### src/rtl/cps_pkg.sv
`timescale 1ns/1ps
// Shared types for the calibration pulse shaper.
// Assumes: nothing beyond IEEE 1800-2017 packages.
package cps_pkg;

    // Which rule chose the width of the pulse about to start.
    typedef enum logic [1:0] {
        WSRC_FIXED = 2'd0,   // long fixed width, no usable period
        WSRC_HALF  = 2'd1,   // half of the measured period
        WSRC_FAST  = 2'd2    // short fixed width, high-frequency mode
    } wsrc_e;

endpackage

### src/rtl/cps_period_meter.sv
`timescale 1ns/1ps
// Measures the number of clock edges between successive sampled strobes.
// Saturates at SAT. The period is valid only when a previous strobe exists and
// the count has not saturated. History is cleared by reset and while
// enable_i (supply ready) is low.
// Assumes: strobes are one cycle wide and synchronous to clk.
module cps_period_meter #(
    parameter int unsigned SAT   = 80,
    parameter int unsigned CNT_W = 8
) (
    input  logic             clk,
    input  logic             rst_n,
    input  logic             enable_i,
    input  logic             strobe_i,
    output logic [CNT_W-1:0] period_o,
    output logic             valid_o
);
    localparam logic [CNT_W-1:0] SAT_V = CNT_W'(SAT);

    logic [CNT_W-1:0] since_q;
    logic             have_q;

    // Count edges since the last strobe; restart on every strobe.
    always_ff @(posedge clk) begin
        if (!rst_n || !enable_i) begin
            since_q <= '0;
            have_q  <= 1'b0;
        end else if (strobe_i) begin
            since_q <= CNT_W'(1);
            have_q  <= 1'b1;
        end else if (since_q < SAT_V) begin
            since_q <= since_q + 1'b1;
        end
    end

    assign period_o = since_q;
    assign valid_o  = have_q && (since_q < SAT_V);

endmodule

### src/rtl/cps_width_select.sv
`timescale 1ns/1ps
// Picks the width of the next pulse from the mode and the measured period.
// Fast mode wins. Otherwise a valid period gives half of it (at least 1);
// with no valid period the long fixed width is used.
// Assumes: LONG_W and SHORT_W fit in CNT_W bits and are nonzero.
module cps_width_select
    import cps_pkg::*;
#(
    parameter int unsigned LONG_W  = 40,
    parameter int unsigned SHORT_W = 4,
    parameter int unsigned CNT_W   = 8
) (
    input  logic             fast_i,
    input  logic             valid_i,
    input  logic [CNT_W-1:0] period_i,
    output logic [CNT_W-1:0] width_o
);
    localparam logic [CNT_W-1:0] LONG_V  = CNT_W'(LONG_W);
    localparam logic [CNT_W-1:0] SHORT_V = CNT_W'(SHORT_W);

    wsrc_e            src;
    logic [CNT_W-1:0] half;

    // Decide which rule applies.
    always_comb begin
        if (fast_i)       src = WSRC_FAST;
        else if (valid_i) src = WSRC_HALF;
        else              src = WSRC_FIXED;
    end

    // Half period, floored, with a one-cycle minimum.
    always_comb begin
        half = period_i >> 1;
        if (half == '0) half = CNT_W'(1);
    end

    // Width mux driven by the chosen rule.
    always_comb begin
        unique case (src)
            WSRC_FAST: width_o = SHORT_V;
            WSRC_HALF: width_o = half;
            default:   width_o = LONG_V;
        endcase
    end

endmodule

### src/rtl/cps_pulse_timer.sv
`timescale 1ns/1ps
// Holds the pulse high for a loaded number of cycles.
// The output is gated by enable_i so that it drops in the same cycle the
// supply goes away; the count is also cleared at the next edge.
// Assumes: start_i is only raised when busy_o is low.
module cps_pulse_timer #(
    parameter int unsigned CNT_W = 8
) (
    input  logic             clk,
    input  logic             rst_n,
    input  logic             enable_i,
    input  logic             start_i,
    input  logic [CNT_W-1:0] width_i,
    output logic             busy_o,
    output logic             pulse_o
);
    logic [CNT_W-1:0] rem_q;

    // Load on start, count down to zero otherwise.
    always_ff @(posedge clk) begin
        if (!rst_n || !enable_i) begin
            rem_q <= '0;
        end else if (start_i) begin
            rem_q <= width_i;
        end else if (rem_q != '0) begin
            rem_q <= rem_q - 1'b1;
        end
    end

    assign busy_o  = (rem_q != '0);
    assign pulse_o = busy_o && enable_i;

endmodule

### src/rtl/cps_dir_flag.sv
`timescale 1ns/1ps
// Reverse-power flag: captures the power sign only when a pulse starts.
// Assumes: load_i is high for exactly the cycle in which a pulse is accepted.
module cps_dir_flag (
    input  logic clk,
    input  logic rst_n,
    input  logic load_i,
    input  logic neg_i,
    output logic rev_o
);
    // Capture the sign together with the pulse start.
    always_ff @(posedge clk) begin
        if (!rst_n)      rev_o <= 1'b0;
        else if (load_i) rev_o <= neg_i;
    end

endmodule

### src/rtl/cal_pulse_shaper.sv
`timescale 1ns/1ps
// Calibration pulse shaper with reverse-power flag.
// Turns each accepted strobe into a pulse of mode- and period-dependent width.
// The direction flag is updated in step with each pulse.
// Assumes: all inputs are synchronous to clk; strobes are one cycle wide.
module cal_pulse_shaper #(
    parameter int unsigned LONG_W  = 40500,
    parameter int unsigned SHORT_W = 16
) (
    input  logic clk,
    input  logic rst_n,
    input  logic cal_strobe_i,
    input  logic neg_power_i,
    input  logic fast_mode_i,
    input  logic supply_ok_i,
    output logic cal_pulse_o,
    output logic rev_power_o
);
    localparam int unsigned PER_MAX = 2 * LONG_W;
    localparam int unsigned CNT_W   = $clog2(PER_MAX + 1);

    logic [CNT_W-1:0] period;
    logic             period_ok;
    logic [CNT_W-1:0] width;
    logic             busy;
    logic             accept;

    // A strobe starts a pulse only when powered and idle.
    assign accept = cal_strobe_i && supply_ok_i && !busy;

    cps_period_meter #(.SAT(PER_MAX), .CNT_W(CNT_W)) u_meter (
        .clk      (clk),
        .rst_n    (rst_n),
        .enable_i (supply_ok_i),
        .strobe_i (cal_strobe_i),
        .period_o (period),
        .valid_o  (period_ok)
    );

    cps_width_select #(.LONG_W(LONG_W), .SHORT_W(SHORT_W), .CNT_W(CNT_W)) u_sel (
        .fast_i   (fast_mode_i),
        .valid_i  (period_ok),
        .period_i (period),
        .width_o  (width)
    );

    cps_pulse_timer #(.CNT_W(CNT_W)) u_timer (
        .clk      (clk),
        .rst_n    (rst_n),
        .enable_i (supply_ok_i),
        .start_i  (accept),
        .width_i  (width),
        .busy_o   (busy),
        .pulse_o  (cal_pulse_o)
    );

    cps_dir_flag u_dir (
        .clk    (clk),
        .rst_n  (rst_n),
        .load_i (accept),
        .neg_i  (neg_power_i),
        .rev_o  (rev_power_o)
    );

endmodule

### config.mk
export PLATFORM = sky130hd
export DESIGN_NAME = cal_pulse_shaper
export DESIGN_NICKNAME = d
export VERILOG_FILES = /design/src/rtl/cps_pkg.sv /design/src/rtl/cps_period_meter.sv /design/src/rtl/cps_width_select.sv /design/src/rtl/cps_pulse_timer.sv /design/src/rtl/cps_dir_flag.sv /design/src/rtl/cal_pulse_shaper.sv
export SDC_FILE = /design/constraint.sdc
export NUM_CORES = 1
export LEC_CHECK = 0
export ABC_AREA = 1
export BUFFER_PORTS_ARGS = -buffer_cell sky130_fd_sc_hd__clkbuf_2
export CAP_MARGIN = 10
export CORE_MARGIN = 3
export CORE_UTILIZATION = 35
export DETAILED_ROUTE_END_ITERATION = 6
export GPL_ROUTABILITY_DRIVEN = 0
export PLACE_DENSITY_LB_ADDON = 0.05
export SLEW_MARGIN = 5
export SYNTH_ARGS = -nofsm -noshare
export SYNTH_HDL_FRONTEND = slang
export SYNTH_SLANG_ARGS = --single-unit
### constraint.sdc
create_clock -name clk -period 2.9 [get_ports clk]
set_clock_uncertainty 0.2 [all_clocks]
set_input_delay 0.58 -clock clk [delete_from_list [all_inputs] [get_ports clk]]
set_output_delay 0.58 -clock clk [all_outputs]
set_load 0.02 [all_outputs]
==> results_dict.tcl <==
set metrics [dict create \
    setup.worst_path.start_class "register" \
    layout_min_cycle_time_ns 2.370 \
    cpMaxStageDelayCell "dfxtp_1" \
    drtIter0Drc 176 \
    cp_num_buf_inv 3 \
    final_hold_viol_count 0 \
    slew_viol_final 0 \
    hold_buffers 0 \
    synth_nets 365 \
    ir_drop_uv 553.2 \
    cp_slowest_stage_delay_ns 0.30 \
    row_count 28 \
    numCtsBuffers 5 \
    drv_cap 0 \
    root_buffer "clkbuf_8" \
    areaGrowthSynthToFinish_pct 8.469 \
    relSlewSlack 0.6961 \
    hold_class "register to register" \
    cts_setup_buffers 0 \
    die_area_um2 7594 \
    grt_pass1_wl_mm 11.08 \
    mostFrequentLayoutCell "nand2_1" \
    outcome "completed" \
    cpLargestDelayFamily "simple AND/OR/NAND/NOR gates" \
    finalSetupViolations 0 \
    crit_chain "inv_1 -> ha_1 -> nand2_2 -> nor2_4 -> nand3_4 -> nand2_1 -> inv_1 -> clkbuf_2" \
    clock_sinks 36 \
    cts_tree "done" \
    finalSetupTns_ns 0 \
    crit_type "register to output pin" \
    path_clk_slew_ns 0.08 \
    ys_seq_area_frac 0.3127 \
    power.leakage_nw 1.045 \
    die_w_um 87.15 \
    synthCells 357 \
    worst_path_most_repeated_cell "inv_1" \
    ys_seq_elements 36 \
    nFillCells 671 \
    chipHeight_um 87.15 \
    grt_overflow_total 0 \
    avgRoutedWirePerCell_um 14.31 \
    synth.avg_cell_area_um2 6.456 \
    antenna_found_initial 0 \
    design_area_um2 2500 \
    max_clock_freq_mhz 422.0 \
    ant_nets 0 \
    total_power_mw 2.955 \
    n_antenna_cell 0 \
    ios 8 \
    crit_fanout 5 \
    final_nets 375 \
    cp.arrival_ns 1.59 \
    grtUsageTotal 0.1883 \
    power.density_nw_per_um2 1182 \
    ys_types 33 \
    grt_max_degree 17 \
    dpl.hpwl_mm 5.013 \
    drtPass1Iterations 4 \
    h-tree-depth 2 \
    period_share 0.8171 \
    vias 2232 \
    clock_latency_ns 0.29 \
    crit_required_ns 2.12 \
    final_cell_mix "nand2_1, inv_1, nor2_1, dfxtp_1, nand3_1" \
    grt_setup_unrepaired "false" \
    start_util 0.3759 \
    core_um2 6131 \
    drive_above_1_share 0.1063 \
    io_buffers 7 \
    cts_buffer_depth 2 \
    end_kind "output pin" \
    worst_pin_slew_ns 0.4554 \
    cts_resized 0 \
    place_area_um2 2404 \
    grt_pass1_vias 2133 \
    mappedNetlistArea_um2 2305 \
    yosys_warnings 0 \
    drt_wl_total_mm 6.323 \
    detail_route.vias_per_cell 5.050 \
    drc_errors 0 \
]
==> cell usage after synthesis (all sizes together) <==
library cell	n	area, um2
o21ai	18	90.08
nor2	55	270.3
nand4	9	62.56
a21boi	1	7.510
or2	2	12.51
inv	47	176.4
a31oi	1	6.260
nor3	12	60.06
and3	1	6.260
xnor2	4	35.03
dfxtp	36	720.7
xor2	11	96.34
ha	2	25.02
buf	3	30.03
nor3b	2	15.01
nand2	92	355.3
nand3	37	202.7
a21oi	20	111.4
a211oi	1	7.510
and2	1	6.260
clkbuf	2	7.510
==> cell type report <==
| type | count | area (um2) | area share |
|---|---|---|---|
| Clock buffer | 7 | 96.34 | 0.03854 |
| Inverter | 47 | 176.4 | 0.07057 |
| Multi-Input combinational cell | 269 | 1370 | 0.5480 |
| Sequential cell | 36 | 720.7 | 0.2883 |
| Tap cell | 75 | 93.84 | 0.03754 |
| Timing Repair Buffer | 8 | 42.54 | 0.01702 |
==> worst register-to-register path: stages (launching register included) <==
cell     delay [ns]
dfxtp_1        0.30
inv_1          0.12
ha_1           0.26
nand2_2        0.10
nor2_4         0.16
nand3_4        0.11
nor2_8         0.21
inv_2          0.14
nand2_1        0.09
nand3_1        0.08
nand2_1        0.07
inv_1          0.04
==> kinds of logic after synthesis <==
| family | count (synthesis) | share of synthesized area |
|---|---|---|
| AND/OR/NAND/NOR | 211 | 0.4300 |
| flip-flops | 36 | 0.3127 |
| buffers and inverters | 52 | 0.09283 |
| AO/OA/AOI/OAI | 41 | 0.09664 |
| XOR/XNOR | 15 | 0.05700 |
| adder cells (fa/ha/maj) | 2 | 0.01086 |
==> power breakdown <==
group / switching, mW / internal [mW] / total [mW]
Clock: 0.190 / 0.212 / 0.402
Combinational: 1.17 / 0.671 / 1.84
Sequential: 0.104 / 0.604 / 0.708
==> layer usage <==
| layer | part of all wire | vias up | routed length, um | global-route usage |
|---|---|---|---|---|
| li1 | - | 1167 | - | - |
| met1 | 0.54 | 1003 | 3399 | 0.2872 |
| met2 | 0.39 | 55 | 2477 | 0.2747 |
| met3 | 0.060 | 7 | 377 | 0.02838 |
| met4 | 0.011 | 0 | 69 | 0.04603 |
| met5 | 0 | - | 0 | 0 |
==> state kept, by name, summed over array words and instances (netlist names) <==
name	flops
u_meter.period_o	17
u_timer.rem_q	17
u_dir.rev_o	1
u_meter.have_q	1
==> metrics by stage <==
stage | setup slack (ns) | utilization | hold WS, ns | instances
after global routing | 0.3549 | 0.4078 | 0.2901 | 442
after CTS | 0.5173 | 0.4078 | 0.2649 | 442
after global placement | 0.8406 | 0.3920 | 0.2521 | 435
after detailed placement | 0.8409 | 0.3920 | 0.2534 | 435
after floorplan | 1.003 | - | 0.2591 | 357
final | 0.5304 | 0.4078 | 0.2597 | 442
==> path summary, 6_finish.rpt <==
| path | from | to | slack [ns] | cells past startpoint |
|---|---|---|---|---|
| max | u_timer.rem_q[0] | cal_pulse_o | 0.53 | 8 |
| min reg2reg | u_dir.rev_o | u_dir.rev_o | 0.26 | 2 |
| max reg2reg | u_timer.rem_q[0] | u_timer.rem_q[0] | 0.92 | 11 |
| min | u_dir.rev_o | u_dir.rev_o | 0.26 | 2 |
Power figures use the tool's default switching activity.
